--- config.mk ---
export PLATFORM = sky130hd
export DESIGN_NAME = lru_age_victim
export DESIGN_NICKNAME = d
export VERILOG_FILES = /design/src/rtl/lru_pkg.sv /design/src/rtl/lru_lfsr_step.sv /design/src/rtl/lru_age_cell.sv /design/src/rtl/lru_oldest_pick.sv /design/src/rtl/lru_age_victim.sv
export SDC_FILE = /design/constraint.sdc
export NUM_CORES = 1
export LEC_CHECK = 0
export BUFFER_PORTS_ARGS = -buffer_cell sky130_fd_sc_hd__buf_2
export CORE_ASPECT_RATIO = 0.8
export CORE_MARGIN = 2
export CORE_UTILIZATION = 35
export DETAILED_ROUTE_END_ITERATION = 8
export GPL_TIMING_DRIVEN = 1
export PLACE_DENSITY_LB_ADDON = 0.2
export SYNTH_ARGS = -nofsm -noshare
export SYNTH_HDL_FRONTEND = slang
export SYNTH_SLANG_ARGS = --single-unit
--- constraint.sdc ---
create_clock -name clk -period 2.2 [get_ports clk]
set_clock_uncertainty 0.1 [all_clocks]
set_input_delay 0.33 -clock clk [delete_from_list [all_inputs] [get_ports clk]]
set_output_delay 0.33 -clock clk [all_outputs]
set_load 0.01 [all_outputs]
--- src/rtl/lru_pkg.sv ---
package lru_pkg;

    typedef enum logic {
        POL_AGE  = 1'b0,
        POL_RAND = 1'b1
    } policy_e;

endpackage

--- src/rtl/lru_lfsr_step.sv ---
module lru_lfsr_step #(
    parameter int               W    = 8,
    parameter logic [W-1:0]     TAPS = 8'hB8
) (
    input  logic [W-1:0] cur,
    output logic [W-1:0] nxt
);
    logic fb;

    always_comb begin
        fb  = ^(cur & TAPS);
        nxt = {cur[W-2:0], fb};
    end
endmodule

--- src/rtl/lru_age_cell.sv ---
module lru_age_cell #(
    parameter int IDX_W = 2,
    parameter int MY_IDX = 0
) (
    input  logic             upd,
    input  logic [IDX_W-1:0] touch_way,
    input  logic [IDX_W-1:0] touch_age,
    input  logic [IDX_W-1:0] age_cur,
    output logic [IDX_W-1:0] age_nxt
);
    localparam logic [IDX_W-1:0] ME = IDX_W'(MY_IDX);

    always_comb begin
        age_nxt = age_cur;
        if (upd) begin
            if (touch_way == ME) begin
                age_nxt = '0;
            end else if (age_cur < touch_age) begin
                age_nxt = age_cur + 1'b1;
            end
        end
    end
endmodule

--- src/rtl/lru_oldest_pick.sv ---
module lru_oldest_pick #(
    parameter int WAYS  = 4,
    parameter int IDX_W = 2
) (
    input  logic [WAYS-1:0][IDX_W-1:0] ages,
    output logic [IDX_W-1:0]           oldest_way,
    output logic                       oldest_unique
);
    localparam logic [IDX_W-1:0] OLDEST = IDX_W'(WAYS - 1);

    logic [WAYS-1:0]  is_old;
    logic [IDX_W:0]   n_old;

    always_comb begin
        oldest_way = '0;
        n_old      = '0;
        for (int i = 0; i < WAYS; i++) begin
            is_old[i] = (ages[i] == OLDEST);
            if (is_old[i]) begin
                oldest_way = IDX_W'(i);
                n_old      = n_old + 1'b1;
            end
        end
        oldest_unique = (n_old == (IDX_W+1)'(1));
    end
endmodule

--- src/rtl/lru_age_victim.sv ---
module lru_age_victim #(
    parameter int                 WAYS      = 4,
    parameter int                 LFSR_W    = 8,
    parameter logic [LFSR_W-1:0]  LFSR_TAPS = 8'hB8,
    parameter logic [LFSR_W-1:0]  LFSR_SEED = 8'h01
) (
    input  logic                      clk,
    input  logic                      rst_n,
    input  logic                      acc_valid,
    input  logic                      acc_hit,
    input  logic [$clog2(WAYS)-1:0]   acc_way,
    input  logic                      rand_mode,
    output logic [$clog2(WAYS)-1:0]   victim_way,
    output logic                      victim_valid
);
    import lru_pkg::*;

    localparam int IDX_W = $clog2(WAYS);

    typedef struct packed {
        logic [WAYS-1:0][IDX_W-1:0] age;
        logic [LFSR_W-1:0]          lfsr;
    } state_t;

    state_t state_d, state_q;

    logic [IDX_W-1:0]            oldest_way;
    logic                        oldest_unique;
    logic [IDX_W-1:0]            touch_way;
    logic [IDX_W-1:0]            touch_age;
    logic [WAYS-1:0][IDX_W-1:0]  age_nxt;
    logic [LFSR_W-1:0]           lfsr_nxt;
    policy_e                     policy;

    assign policy = policy_e'(rand_mode);

    lru_oldest_pick #(.WAYS(WAYS), .IDX_W(IDX_W)) u_pick (
        .ages         (state_q.age),
        .oldest_way   (oldest_way),
        .oldest_unique(oldest_unique)
    );

    lru_lfsr_step #(.W(LFSR_W), .TAPS(LFSR_TAPS)) u_lfsr (
        .cur(state_q.lfsr),
        .nxt(lfsr_nxt)
    );

    always_comb begin
        if (policy == POL_RAND) begin
            victim_way   = state_q.lfsr[IDX_W-1:0];
            victim_valid = 1'b1;
        end else begin
            victim_way   = oldest_way;
            victim_valid = oldest_unique;
        end
        touch_way = acc_hit ? acc_way : victim_way;
        touch_age = state_q.age[touch_way];
    end

    for (genvar g = 0; g < WAYS; g++) begin : g_cell
        lru_age_cell #(.IDX_W(IDX_W), .MY_IDX(g)) u_cell (
            .upd      (acc_valid),
            .touch_way(touch_way),
            .touch_age(touch_age),
            .age_cur  (state_q.age[g]),
            .age_nxt  (age_nxt[g])
        );
    end

    always_comb begin
        state_d      = state_q;
        state_d.age  = age_nxt;
        state_d.lfsr = lfsr_nxt;
    end

    always_ff @(posedge clk) begin
        if (!rst_n) begin
            for (int i = 0; i < WAYS; i++) begin
                state_q.age[i] <= IDX_W'(i);
            end
            state_q.lfsr <= LFSR_SEED;
        end else begin
            state_q <= state_d;
        end
    end
endmodule

# == Word level (Yosys, flattened, before mapping) ==
# Index checks and enable logic that the tools add are counted.
# op_classes
n_div,0
eq_ne,8
shift,0
muxes,20
n_reduce_logical,10
mul,0
add_sub_neg,7
n_lt_le_gt_ge,5
bitwise_logic,0
# ops
operator,count
$mux W2,13
$eq A2 B2 Y1 const B,6
$mux W3,3
$add A2 B1 Y2 const B,4
$lt A2 B2 Y1,4
$reduce_and A2 Y1,4
$reduce_bool A2 Y1,4
$reduce_xor A8 Y1,1
$add A3 B1 Y3 const B,2
$bmux W2 S2,1
$eq A3 B1 Y1 const B,1
$lt A2 B3 Y1 const B,1
$mux W1,3
$add A1 B1 Y2 const B,1
$eq A2 B1 Y1 const B,1
$logic_not A2 Y1,1
# word_totals
input_bits,7
latch_bits,0
output_inout_bits,3
mem_bits_rw,0
reg_bits,16
n_memories,0
romBits,0

# == Longest topological paths before layout ==
# depth
ltp_word,11
ltp_mapped,10
depth_no_buf,10

# == Modules after synthesis ==
# Synthesis repeated with hierarchy kept, for this count alone.
# unflattened
hier_cells,122
area_unflattened_um2,1128.6
# by_module_without_submodules
mod,area_per_inst_um2,cells_each,n_inst,seq_area_each_um2
lru_age_victim,616.8,49,1,320.3
lru_age_cell (g_cell[1].u_cell ...),71.3,11,2,0.0
lru_oldest_pick,142.6,21,1,0.0
lru_lfsr_step,86.3,11,1,0.0
lru_age_cell (g_cell[0].u_cell),71.3,10,1,0.0
lru_age_cell (g_cell[3].u_cell),68.8,9,1,0.0

# == Worst setup path before layout ==
# Ideal clock, no wire load.
# synth_path
path_type,register to output
startpoint,register state_q[11] (netlist name)
endpoint,output port victim_valid
path_stages_with_launch,11
arrival_ns,2.021
slack_ns,-0.251
cell_sequence,dfxtp_1 -> ha_1 -> inv_1 -> ha_1 -> xnor2_1 -> inv_1 -> ha_1 -> a21o_2 -> a21oi_1 -> a31oi_1 -> o31ai_1
# synth_via
elab_chain_cells,8
# synth_rtl
element,line,text
"start, declared",lru_age_victim.sv:25,"state_t state_d, state_q;"
"start signal, assigned",lru_age_victim.sv:83,state_q <= state_d;
$eq A2 B2 Y1 *,lru_oldest_pick.sv:18,is_old[i] = (ages[i] == OLDEST);
$mux W3 *,lru_oldest_pick.sv:19,if (is_old[i]) begin
$add A3 B1 Y3,lru_oldest_pick.sv:21,n_old = n_old + 1'b1;
$mux W3 *,lru_oldest_pick.sv:19,
$add A3 B1 Y3,lru_oldest_pick.sv:21,
$mux W3 *,lru_oldest_pick.sv:19,
$eq A3 B1 Y1 *,lru_oldest_pick.sv:24,oldest_unique = (n_old == (IDX_W+1)'(1));
$mux W1 *,lru_age_victim.sv:49,if (policy == POL_RAND) begin
"end, declared",lru_age_victim.sv:14,output logic victim_valid
# Mark *: on every way between the ends. The rest lies on a longest branch, timed or not.

# == Final worst setup path ==
# Ends and elaborated chain as after synthesis.

==> results by group <==
Outcome
  – Status: finished with violations
  – Failing checks: negative setup slack

Pwr
  – Internal: 934 uW
  – Total power draw: 1530 uW
  – Pwr dens: 691 nW/um^2
  – Clock network power share: 17.8%
  – Combinational share of power: 58.7%
  – Net Sw Frac: 38.9%
  – Leakage: 0.000897 uW
  – Maximum VDD drop: 0.344 mV
  – Sw Pwr: 594 uW
  – Part of the power in registers: 23.5%

Synthesis
  – Top_reg_cell synth: dfxtp_1
  – Top cells by area, synth: dfxtp_1 (21%), ha_1 (5.8%), and2_1 (3.7%)
  – EDFF count, synth: 0
  – Post-synth ARST share: 0%
  – Mapped cell area: 1520 um^2
  – Post-synth top cells: dfxtp_1 (16), nand2_1 (15), inv_1 (12)
  – Most common cell in the netlist: dfxtp_1
  – Seq/Total Area, Yosys: 21.1%
  – #FFs+latches synth: 16
  – Synth warn: 0
  – Synth cell types: 65
  – Share of Yosys cell area claimed by the top area cell type: 21.1%
  – Post-synth top area cell: dfxtp_1
  – Syn Area/Cell: 8.79 um^2
  – Synthesized net count: 187
  – Cells after Synth: 173

Setup path
  – WP data required: 1.77 ns
  – WS Path Type: reg -> out
  – Startpoint Class: flip-flop
  – Slowest CP cell: dfxtp_4
  – Critical Path AT: 2.02 ns
  – CP Max Fanout: 2
  – Top cell by count, worst path: ha_4
  – CP peak stage delay: 0.36 ns
  – Worst Setup End Kind: output port
  – Crit path cell chain: ha_4 -> inv_2 -> ha_4 -> xnor2_2 -> inv_1 -> ha_2 -> a21o_2 -> a21oi_2 -> a31oi_1 -> o31ai_2 -> buf_2

STA
  – Slew at the pin closest to its max-slew limit: 0.412 ns
  – Final TNS setup: -0.277 ns
  – Fin. max-slew vios: 0
  – RSZ-0062 raised after global routing: true
  – F_max: 408 MHz
  – Final worst path period share: 111%
  – Final worst setup slack: -0.251 ns
  – Endpoints failing hold: 0
  – Period minus WS final: 2.45 ns
  – Max-slew headroom: 72.5%
  – Final setup fails: 2

Detailed routing
  – Final WL: 4.52 mm
  – Via Count: 1567
  – 1st-iter DRT viols: 76
  – DR WL/cell: 16.0 um
  – # DRC: 0
  – Drt first pass iters: 4
  – Post-DRT Antenna Nets: 0
  – Via-to-Cell Ratio: 5.56

Floorplan
  – Number of core rows: 21
  – Effective utilization at floorplan: 36.4%
  – Die ar.: 4890 um^2
  – Height of the die: 62.9 um
  – Ports: 10
  – Core area: 4180 um^2
  – Die span in x: 77.7 um

Finish
  – Storage element area: 333 um^2
  – # fillers: 377
  – Final design utilization: 52.9%
  – P&R area growth vs syn: 45.5%
  – Multi-input gate area: 1290 um^2
  – Fraction of layout cells with a size suffix above 1: 54.2%
  – Fin area: 2210 um^2
  – Regs by FF count: state_q (16)
  – Final #Nets: 240
  – Largest register FFs: 16
  – Ant. Diodes: 0
  – Most flops, register: state_q
  – Non-Filler Instances: 282

Global route
  – Total GRT Usage: 18.5%
  – Largest net degree at the start of global routing: 20
  – GRT overflow: 0
  – First-pass GRT wire length: 7.27 mm
  – Vias in the first global route: 1478
  – Initial antenna violation count: 0

Clock network
  – Skew-Pair Late Insertion Delay: 0.25 ns
  – CTS sink count: 16
  – Reg clk slew, reported paths: 0.07 ns
  – CTS tree: built
  – Clock buffer count from CTS: 3
  – Root buf cell: clkbuf_8
  – Hold buffers post-CTS: 0
  – H-tree depth: 1
  – Clock Path Buffers: 2

Flow run
  – Max cap viols: 0

Placed design
  – Area after DPL: 1900 um^2
  – Dpl cells: 270
  – RePlAce Congestion: 0.927
  – DP HPWL: 3.36 mm
  – I/O Buffers: 9

Min path
  – HP Class: in -> reg
power by group through the flow:
stage | Combinational, uW | Sequential, uW | Clock [uW]
after floorplan | 481 | 365 | 0
after global placement | 734 | 351 | 0
after detailed placement | 749 | 353 | 0
after CTS | 809 | 357 | 276
after global routing | 968 | 362 | 291
final | 897 | 359 | 272
kinds of logic after synthesis:
family	after synthesis	synth area share (%)
buf+inv	21	8.72
mux	2	1.56
fa+ha+maj	8	6.42
flops	16	21.1
compound gates	62	35.6
simple gates	60	24.3
xor+xnor	4	2.30
path summary, 6_finish.rpt:
kind,depth (start not counted),from,endpoint,slack [ns]
setup / recovery,11,state_q[11],victim_valid,-0.25
hold / removal,2,rst_n,state_q[0],0.33
setup reg to reg,8,state_q[12],state_q[13],-0.03
hold reg to reg,1,state_q[6],state_q[7],0.35
metrics by stage:
step,hold slack (ns),setup slack [ns]
floorplan,0.312,-0.000655
global placement,0.317,-0.0831
detailed placement,0.337,-0.146
CTS,0.313,-0.250
global route,0.336,-0.338
finish,0.325,-0.251
routing by layer:
metal | part of all wire (%) | track usage (%) | routed length (um) | vias to the layer above
met4 | 1.5 | 3.35 | 69 | 0
met1 | 49 | 26.4 | 2210 | 757
met5 | 0 | 0 | 0 | -
li1 | - | - | - | 760
met2 | 44 | 29.0 | 2010 | 42
met3 | 5.0 | 3.61 | 228 | 8
timing repair:
| action | 4_1_cts | 5_1_grt |
|---|---|---|
| endpoints found under the setup margin | 8 | 9 |
| pin swaps | 13 | 16 |
| buffers inserted | 5 | 4 |
| resized for setup | 17 | 23 |
area by class of cell:
type	instances	area share, %
sequential	16	15.0
clock buffer	4	2.49
multi-input combinational	136	58.5
timing repair buffer	57	18.7
inverter	12	2.04
tap	57	3.22
cell usage in the layout (no fill, tap or decap), drive strengths merged, types with 4 or more instances in the layout:
master / netlist / final
a21oi: 8 / 8
nor2: 7 / 7
inv: 12 / 12
o211ai: 6 / 6
clkbuf: 4 / 4
nor3: 10 / 10
buf: 4 / 57
and2: 9 / 9
o31ai: 6 / 6
dfxtp: 16 / 16
o21ai: 4 / 4
nand2: 15 / 15
ha: 7 / 7
worst max-delay path: cells and delay by family, from the launching register on:
kind / cells / cell delay [ns]
compound gates: 4 / 0.46
xor+xnor: 1 / 0.11
fa+ha+maj: 3 / 0.58
buf+inv: 3 / 0.26
flops: 1 / 0.36
Note: power is estimated with default switching activity, not from simulation.
